--- config.mk ---
export PLATFORM = sky130hd
export DESIGN_NAME = altbyte_xfer
export DESIGN_NICKNAME = d
export VERILOG_FILES = /design/src/rtl/altbyte_pkg.sv /design/src/rtl/altbyte_ea.sv /design/src/rtl/altbyte_lane.sv /design/src/rtl/altbyte_xfer.sv
export SDC_FILE = /design/constraint.sdc
export NUM_CORES = 1
export LEC_CHECK = 0
export ABC_AREA = 1
export BUFFER_PORTS_ARGS = -buffer_cell sky130_fd_sc_hd__buf_2
export CAP_MARGIN = 25
export CORE_MARGIN = 2
export CORE_UTILIZATION = 50
export DETAILED_ROUTE_END_ITERATION = 8
export GPL_ROUTABILITY_DRIVEN = 0
export PLACE_DENSITY_LB_ADDON = 0.12
export SYNTH_ARGS = -nofsm -noshare
export SYNTH_HDL_FRONTEND = slang
export SYNTH_HIERARCHICAL = 1
export SYNTH_SLANG_ARGS = --single-unit
--- constraint.sdc ---
create_clock -name clk -period 1.7 [get_ports clk]
set_input_delay 0.085 -clock clk [delete_from_list [all_inputs] [get_ports clk]]
set_output_delay 0.085 -clock clk [all_outputs]
set_load 0.02 [all_outputs]
--- src/rtl/altbyte_pkg.sv ---
package altbyte_pkg;

    typedef enum logic [1:0] {
        ST_IDLE = 2'd0,
        ST_PRE  = 2'd1,
        ST_DATA = 2'd2,
        ST_POST = 2'd3
    } xfer_state_e;

    localparam logic [1:0] LANE_UPPER = 2'b10;
    localparam logic [1:0] LANE_LOWER = 2'b01;
    localparam logic [1:0] LANE_BOTH  = 2'b11;

endpackage

--- src/rtl/altbyte_ea.sv ---
module altbyte_ea #(
    parameter int ADDR_W = 32,
    parameter int DISP_W = 16
) (
    input  logic [ADDR_W-1:0] base_i,
    input  logic [DISP_W-1:0] disp_i,
    output logic [ADDR_W-1:0] ea_o
);
    localparam int EXT_W = ADDR_W - DISP_W;

    always_comb begin
        ea_o = base_i + {{EXT_W{disp_i[DISP_W-1]}}, disp_i};
    end
endmodule

--- src/rtl/altbyte_lane.sv ---
module altbyte_lane #(
    parameter int DATA_W = 32
) (
    input  logic [DATA_W-1:0]         src_i,
    input  logic [DATA_W-1:0]         acc_i,
    input  logic [$clog2(DATA_W/8)-1:0] idx_i,
    input  logic                      lng_i,
    input  logic [7:0]                rbyte_i,
    output logic [7:0]                wbyte_o,
    output logic [DATA_W-1:0]         merged_o
);
    localparam int NB    = DATA_W / 8;
    localparam int IDX_W = $clog2(NB);

    logic [IDX_W-1:0] top_d;
    logic [IDX_W-1:0] pos_d;

    always_comb begin
        top_d = lng_i ? IDX_W'(NB - 1) : IDX_W'(NB / 2 - 1);
        pos_d = top_d - idx_i;
        wbyte_o  = 8'h00;
        merged_o = acc_i;
        for (int b = 0; b < NB; b++) begin
            if (pos_d == IDX_W'(b)) begin
                wbyte_o = src_i[b*8 +: 8];
                merged_o[b*8 +: 8] = rbyte_i;
            end
        end
    end
endmodule

--- src/rtl/altbyte_xfer.sv ---
module altbyte_xfer #(
    parameter int ADDR_W = 32,
    parameter int DISP_W = 16,
    parameter int DATA_W = 32,
    parameter int STEP   = 2
) (
    input  logic              clk,
    input  logic              rst_n,
    input  logic              start_i,
    input  logic              to_mem_i,
    input  logic              size_long_i,
    input  logic [ADDR_W-1:0] base_i,
    input  logic [DISP_W-1:0] disp_i,
    input  logic [DATA_W-1:0] src_i,
    input  logic [DATA_W-1:0] dest_i,
    output logic              bus_req_o,
    output logic              bus_prefetch_o,
    output logic              bus_we_o,
    output logic [ADDR_W-1:0] bus_addr_o,
    output logic [1:0]        bus_bsel_o,
    output logic [7:0]        bus_wdata_o,
    input  logic              bus_ack_i,
    input  logic [7:0]        bus_rdata_i,
    output logic              busy_o,
    output logic              done_o,
    output logic [DATA_W-1:0] rdata_o
);
    import altbyte_pkg::*;

    localparam int NB     = DATA_W / 8;
    localparam int IDX_W  = $clog2(NB);
    localparam int HALF_W = DATA_W / 2;

    typedef struct packed {
        xfer_state_e       st;
        logic [IDX_W-1:0]  idx;
        logic [ADDR_W-1:0] addr;
        logic              wr;
        logic              lng;
        logic [DATA_W-1:0] src;
        logic [DATA_W-1:0] acc;
        logic              done;
    } seq_t;

    seq_t seq_d, seq_q;

    logic [ADDR_W-1:0] ea_w;
    logic [7:0]        wbyte_w;
    logic [DATA_W-1:0] merged_w;
    logic              last_w;

    altbyte_ea #(.ADDR_W(ADDR_W), .DISP_W(DISP_W)) u_ea (
        .base_i (base_i),
        .disp_i (disp_i),
        .ea_o   (ea_w)
    );

    altbyte_lane #(.DATA_W(DATA_W)) u_lane (
        .src_i    (seq_q.src),
        .acc_i    (seq_q.acc),
        .idx_i    (seq_q.idx),
        .lng_i    (seq_q.lng),
        .rbyte_i  (bus_rdata_i),
        .wbyte_o  (wbyte_w),
        .merged_o (merged_w)
    );

    always_comb begin
        last_w = seq_q.idx == (seq_q.lng ? IDX_W'(NB - 1) : IDX_W'(NB / 2 - 1));
        seq_d      = seq_q;
        seq_d.done = 1'b0;
        unique case (seq_q.st)
            ST_IDLE: begin
                if (start_i) begin
                    seq_d.st   = ST_PRE;
                    seq_d.idx  = '0;
                    seq_d.addr = ea_w;
                    seq_d.wr   = to_mem_i;
                    seq_d.lng  = size_long_i;
                    seq_d.src  = src_i;
                    seq_d.acc  = size_long_i ? '0
                               : {dest_i[DATA_W-1:HALF_W], {HALF_W{1'b0}}};
                end
            end
            ST_PRE: begin
                if (bus_ack_i) seq_d.st = ST_DATA;
            end
            ST_DATA: begin
                if (bus_ack_i) begin
                    if (!seq_q.wr) seq_d.acc = merged_w;
                    seq_d.addr = seq_q.addr + ADDR_W'(STEP);
                    seq_d.idx  = seq_q.idx + 1'b1;
                    if (last_w) begin
                        seq_d.st  = ST_POST;
                        seq_d.idx = '0;
                    end
                end
            end
            ST_POST: begin
                if (bus_ack_i) begin
                    seq_d.st   = ST_IDLE;
                    seq_d.done = 1'b1;
                end
            end
            default: seq_d.st = ST_IDLE;
        endcase
    end

    always_ff @(posedge clk) begin
        if (!rst_n) begin
            seq_q <= '0;
        end else begin
            seq_q <= seq_d;
        end
    end

    always_comb begin
        bus_req_o      = seq_q.st != ST_IDLE;
        bus_prefetch_o = (seq_q.st == ST_PRE) || (seq_q.st == ST_POST);
        bus_we_o       = (seq_q.st == ST_DATA) && seq_q.wr;
        bus_addr_o     = seq_q.addr;
        bus_wdata_o    = bus_we_o ? wbyte_w : 8'h00;
        if (seq_q.st == ST_IDLE)  bus_bsel_o = 2'b00;
        else if (bus_prefetch_o)  bus_bsel_o = LANE_BOTH;
        else                      bus_bsel_o = seq_q.addr[0] ? LANE_LOWER : LANE_UPPER;
        busy_o  = seq_q.st != ST_IDLE;
        done_o  = seq_q.done;
        rdata_o = seq_q.acc;
    end

    assert_hold_stable_R8: assert property (@(posedge clk) disable iff (!rst_n)
        (bus_req_o && !bus_ack_i) |=> (bus_req_o && $stable(bus_addr_o) &&
            $stable(bus_wdata_o) && $stable(bus_we_o) && $stable(bus_bsel_o)));

    assert_addr_step_R2: assert property (@(posedge clk) disable iff (!rst_n)
        (bus_req_o && !bus_prefetch_o && bus_ack_i && !last_w) |=>
            (bus_addr_o == $past(bus_addr_o) + ADDR_W'(STEP)));

    assert_one_lane_R2: assert property (@(posedge clk) disable iff (!rst_n)
        (bus_req_o && !bus_prefetch_o) |-> ($countones(bus_bsel_o) == 1));

    assert_prefetch_read_R7: assert property (@(posedge clk) disable iff (!rst_n)
        bus_prefetch_o |-> (!bus_we_o && bus_bsel_o == LANE_BOTH));

    assert_done_pulse_R9: assert property (@(posedge clk) disable iff (!rst_n)
        done_o |=> !done_o);

    assert_done_idle_R9: assert property (@(posedge clk) disable iff (!rst_n)
        done_o |-> !busy_o);
endmodule

# Yosys cells after proc, flatten, opt, wreduce, memory -nomap -nowiden
# Index checks and enable logic that the tools add are counted.
dict set report word_totals {
  register_bits 103
  input_bits 126
  out_inout_bits 79
  elab_cells 71
}
dict set report op_classes {
  n_addsub 4
  n_eq_ne 17
  mux 25
  n_reduce_logical 14
}
# operator n
set ops {}
lappend ops {{$mux W102} 1}
lappend ops {{$mux W32} 3}
lappend ops {{$mux W8} 9}
lappend ops {{$pmux W34 S2} 1}
lappend ops {{$pmux W32 S2} 1}
lappend ops {{$mux W36} 1}
lappend ops {{$add A32 B2 Y32 const B} 1}
lappend ops {{$add A32 B32 Y32} 1}
lappend ops {{$reduce_and A5 Y1} 5}
lappend ops {{$mux W2} 6}
lappend ops {{$ne A2 B2 Y1 const B} 6}
lappend ops {{$eq A2 B2 Y1 const B} 4}
lappend ops {{$ne A2 B1 Y1 const B} 4}
lappend ops {{$pmux W2 S4} 1}
lappend ops {{$eq A2 B1 Y1 const B} 2}
lappend ops {{$logic_not A2 Y1} 2}
lappend ops {{$mux W4} 1}
lappend ops {{$reduce_and A2 Y1} 2}
lappend ops {{$reduce_bool A2 Y1} 2}
lappend ops {{$reduce_and A3 Y1} 1}
lappend ops {{$add A2 B1 Y2 const B} 1}
lappend ops {{$eq A2 B2 Y1} 1}
lappend ops {{$sub A2 B2 Y2} 1}
lappend ops {{$logic_and A1 B1 Y1} 1}
lappend ops {{2 further kinds} 2}

# Longest topological paths before layout
dict set report depth {
  depth_word 8
  mapped_depth 16
  mapped_depth_nobuf 16
}

# Cells and area by module
# The synthesis kept the hierarchy.
# mod n_inst cells_each area_each_um2 seq_area_each_um2
set modules_own_cells {}
lappend modules_own_cells {altbyte_xfer 1 837 5641.7 2062.0}
lappend modules_own_cells {altbyte_ea 1 494 2384.8 0.0}
lappend modules_own_cells {altbyte_lane 1 157 789.5 0.0}

# Worst setup path after synthesis
# Ideal clock, no wire load.
dict set report synth_timing {
  kind {input -> register}
  start {input port base_i[0]}
  end {register seq_q (netlist bit bus_addr_o[28])}
  setup_time_ns 0.119
  arrival_time_ns 1.557
  required_time_ns 1.581
  slack_ns 0.023
  path_stages 16
  n_path_buf 0
  path_cell_list {ha_1 > fa_1 > nand3_1 > nand3_2 > nand2_1 > nand2_2 > nand2_1 > nand2_2 > nand2_1 > nand2_1 > nand2_1 > nand2_1 > nand2_1 > nand2_1 > inv_1 > a21oi_1}
}
dict set report synth_between {
  elab_chain_len 3
}
# element line
set synth_rtl {}
lappend synth_rtl {{from (decl)} altbyte_xfer.sv:12} ;# input logic [ADDR_W-1:0] base_i,
lappend synth_rtl {{$add A32 B32 Y32} altbyte_ea.sv:12} ;# ea_o = base_i + {{EXT_W{disp_i[DISP_W-1]}}, disp_i};
lappend synth_rtl {{named net ea_w[28]} altbyte_xfer.sv:47} ;# logic [ADDR_W-1:0] ea_w;
lappend synth_rtl {{$mux W102} altbyte_xfer.sv:74} ;# if (start_i) begin
lappend synth_rtl {{$pmux W34 S2} altbyte_xfer.sv:72} ;# unique case (seq_q.st)
lappend synth_rtl {{to (signal assigned)} altbyte_xfer.sv:113} ;# seq_q <= seq_d;
lappend synth_rtl {{to (decl)} altbyte_xfer.sv:45} ;# seq_t seq_d, seq_q;
# The timed path passes the listed nets, and every way through them passes these cells. The select of a mux whose other input is x is not followed.
# A chain may end at the register's enable or synchronous reset.

# Final worst setup path
dict set report layout_timing {
  start {register seq_q[65] (netlist bit)}
  end {output port bus_wdata_o[2]}
}
dict set report layout_between {
  elab_chain_len 8
  elab_cells_between_ends 11
}
# element line
set layout_rtl {}
lappend layout_rtl {{$mux W2 (*)} altbyte_lane.sv:19} ;# top_d = lng_i ? IDX_W'(NB - 1) : IDX_W'(NB / 2 - 1);
lappend layout_rtl {{$sub A2 B2 Y2 (*)} altbyte_lane.sv:20} ;# pos_d = top_d - idx_i;
lappend layout_rtl {{$logic_not A2 Y1} altbyte_lane.sv:24} ;# if (pos_d == IDX_W'(b)) begin
lappend layout_rtl {{$mux W8 (3 in a row)} altbyte_lane.sv:24}
lappend layout_rtl {{$mux W8 (*)} altbyte_lane.sv:24}
lappend layout_rtl {{named net wbyte_w[2]} altbyte_xfer.sv:48} ;# logic [7:0] wbyte_w;
lappend layout_rtl {{$mux W8 (*)} altbyte_xfer.sv:122} ;# bus_wdata_o = bus_we_o ? wbyte_w : 8'h00;
lappend layout_rtl {{to (decl)} altbyte_xfer.sv:21} ;# output logic [7:0] bus_wdata_o,
# Mark *: on every way through the listed nets, which the timed path passes. The rest lies on a longest branch.

==> results.sh <==
export IMPL_htreeDepth=3
export IMPL_grt_pass1_wl_um=41800
export IMPL_power_share_switching_pct=40.7
export IMPL_clock_fmax_mhz=578
export IMPL_hold_path_class="in -> reg"
export IMPL_p_leak_nw=5.63
export IMPL_drive_gt1_share_pct=23.6
export IMPL_avgViaCountPerCell=5.02
export IMPL_stdcell_area_um2=11000
export IMPL_post_synth_num_cell_types=44
export IMPL_grt_max_degree=48
export IMPL_die_y_um=137
export IMPL_syn_to_final_growth_pct=25.3
export IMPL_switchingPower_mw=3.51
export IMPL_fin_util_pct=63.9
export IMPL_antenna_cells=0
export IMPL_yosysSeqAreaShare_pct=23.4
export IMPL_drc_errors=0
export IMPL_numCtsBuffers=9
export IMPL_synth_area_top_cells="dfxtp_1 (23%), nand2_1 (20%), inv_1 (7.7%), buf_4 (7.0%), nor2_1 (6.8%)"
export IMPL_fin_cells=1931
export IMPL_syn_num_nets=1647
export IMPL_cts_tree="done"
export IMPL_core_area_um2=17300
export IMPL_synth_edf_count=0
export IMPL_placed_area_um2=9860
export IMPL_violations="negative setup slack"
export IMPL_syn_avg_cell_area_um2=5.92
export IMPL_path_delay_family="simple AND/OR/NAND/NOR gates"
export IMPL_clk_pin_slew_worst_paths_ns=0.08
export IMPL_cp_slowest_stage_delay_ns=0.38
export IMPL_die_w_um=137
export IMPL_yosysTopAreaCell="dfxtp_1"
export IMPL_maxCapViolations=0
export IMPL_root_buffer="clkbuf_16"
export IMPL_min_from="dest_i[29]"
export IMPL_grt_pass1_vias=8608
export IMPL_startpoint_type="register"
export IMPL_layout_setup_ws_ns=-0.0304
export IMPL_period_share_pct=102
export IMPL_synth_top_flop_cell="dfxtp_1"
export IMPL_numPortBuffers=188
export IMPL_max_slew_margin_pct=49.8
export IMPL_ir_drop_uv=663
export IMPL_nFillCells=1630
export IMPL_critPathKind="reg -> out"
export IMPL_period_needed_ns=1.73
export IMPL_worst_slew_pin_slew_ns=0.752
export IMPL_fin_nets=1860
export IMPL_p_seq_share_pct=34.9
export IMPL_worst_path_buf_inv=3
export IMPL_ys_ff_latch=103
export IMPL_hpwl_um=19300
export IMPL_ant_nets=0
export IMPL_fin_skew_ns=0.0132
export IMPL_critPathMaxFanout=14
export IMPL_slew_violations=0
export IMPL_ctsLongestPathBuffers=2
export IMPL_finalSetupViolations=2
export IMPL_clkSinkCount=103
export IMPL_overflow=0
export IMPL_finalWirelength_um=26600
export IMPL_rsz0062_at_grt="yes"
export IMPL_pre_cts_slack_ns=-0.275
export IMPL_required_ns=1.62
export IMPL_syn_area_um2=8820
export IMPL_critical_path_reg2reg_startpoint="bus_addr_o[1]"
export IMPL_avgRoutedWirePerCell_um=13.7
export IMPL_clockPowerShare_pct=24.2
export IMPL_grt_usage_pct=27.7
export IMPL_worstSkewPairLatency_ns=0.37
export IMPL_antenna_found_initial=0
export IMPL_cp_cell_sequence="nand2_8 -> buf_8 -> nand4_1 -> nand4_1 -> inv_1 -> nor2_1 -> buf_4"
export IMPL_hold_violations=0
export IMPL_endpoint_kind="primary output"
export IMPL_first_pass_iters=7
export IMPL_initial_core_util_pct=51.0
export IMPL_cp_slowest_cell="dfxtp_4"
export IMPL_async_flop_share_pct=0
export IMPL_seqCellArea_um2=2080
export IMPL_routed_via_count=9692
export IMPL_multiInputGateArea_um2=5460
export IMPL_ios=205
export IMPL_rows=48
export IMPL_yosys_warnings=6
export IMPL_arrival_ns=1.65
export IMPL_place_inst=1859
export IMPL_synth_top_area_share_pct=23.4
export IMPL_postSynthCellCount=1488
export IMPL_dr_first_iter_drc_count=637
export IMPL_setup_tns_ns=-0.0305
export IMPL_power_density_nw_per_um2=782
export IMPL_internal_power_mw=5.13
export IMPL_cp_common_cell="nand4_1"
export IMPL_critical_path_startpoint="seq_q[65]"
export IMPL_power_frac_comb_pct=40.9
export IMPL_status="finished, violations left"
export IMPL_die_area_um2=18700
==> through the flow <==
stage / power (mW) / hold WS (ns)
after detailed placement: 6.22 / 0.315
final: 8.64 / 0.0133
after CTS: 8.45 / 0.00217
after global routing: 9.17 / 0.00305
after floorplan: 5.38 / 0.220
after global placement: 6.18 / 0.305
==> Yosys cell counts (2+ instances only) <==
cell	number
nor3_1	4
xor2_1	15
and2_1	2
nand3_2	4
a21oi_1	67
a31oi_1	23
nor2_4	9
o21ai_0	71
o21ai_1	51
buf_2	12
nand2_1	462
buf_4	82
inv_1	181
nor3_2	2
nand4_1	23
nor2_1	159
nor2_2	6
buf_1	2
nor2_8	2
nand2_4	7
clkbuf_1	16
buf_6	5
o21bai_1	3
inv_2	7
nand3_1	98
or2_2	4
nand3b_1	2
dfxtp_1	103
xnor2_1	2
ha_1	32
inv_4	2
nand2_2	18
==> kinds of logic (layout without fill, tap and decap cells) <==
| kind of cell | after synthesis | after routing | share of synthesized area, % |
|---|---|---|---|
| XOR/XNOR | 17 | 17 | 1.69 |
| buffers and inverters | 310 | 526 | 17.5 |
| flip-flops | 103 | 103 | 23.4 |
| AO/OA/AOI/OAI | 220 | 220 | 13.1 |
| AND/OR/NAND/NOR | 805 | 807 | 39.6 |
| adder cells (fa/ha/maj) | 33 | 33 | 4.77 |
==> placed cells by master (no fill, tap or decap), drive strengths merged, types with 15 or more instances in the layout <==
cell / n
dfxtp: 103
a21oi: 68
o21ai: 122
xor2: 15
buf: 277
nand4: 23
nor2: 176
inv: 195
ha: 32
nand3: 102
a31oi: 23
dlygate4sd3: 40
nand2: 489
==> timing repair <==
item | 4_1_cts | 5_1_grt
hold buffers | 40 | 0
pin swaps | 8 | 15
endpoints found under the setup margin | 8 | 49
setup buffers | 6 | 8
gates cloned | 2 | 2
endpoints found under the hold margin | 40 | 0
resized for setup | 25 | 64
==> final timing paths <==
path	to	slack (ns)	depth (start not counted)
max	bus_wdata_o[2]	-0.03	7
min	rdata_o[29]	0.01	3
max reg2reg	bus_addr_o[29]	0.11	9
min reg2reg	rdata_o[13]	0.48	2
==> power by group through the flow <==
stage | Clock (mW) | Sequential, mW | Combinational (mW)
after detailed placement | 0 | 3.04 | 3.18
after global placement | 0 | 3.04 | 3.14
after CTS | 2.11 | 2.99 | 3.35
after global routing | 2.21 | 3.06 | 3.91
final | 2.09 | 3.01 | 3.53
after floorplan | 0 | 2.96 | 2.41
==> layout make-up <==
class | instances | area share, %
Multi-Input combinational cell | 1077 | 49.4
Tap cell | 225 | 2.55
Inverter | 191 | 6.68
Timing Repair Buffer | 319 | 20.0
Clock inverter | 7 | 0.555
Sequential cell | 103 | 18.8
Clock buffer | 9 | 2.04
==> registers in the layout, summed over array words and instances, names as in the netlist <==
signal      cells
done_o          1
seq_q          38
rdata_o        32
bus_addr_o     32
==> routing by layer <==
layer / vias to the layer above / part of all wire, % / wire [um] / track usage (%)
met5: - / 0 / 0 / 0
met4: 0 / 1.6 / 418 / 6.82
met3: 33 / 5.4 / 1440 / 3.56
met2: 299 / 44 / 11600 / 42.4
met1: 4293 / 49 / 13100 / 41.0
li1: 5067 / - / - / -
==> worst min-delay path: stages <==
cell     delay, ns
buf_2         0.10
nand3_1       0.07
a31oi_1       0.08
(Power assumes the default switching activity.)
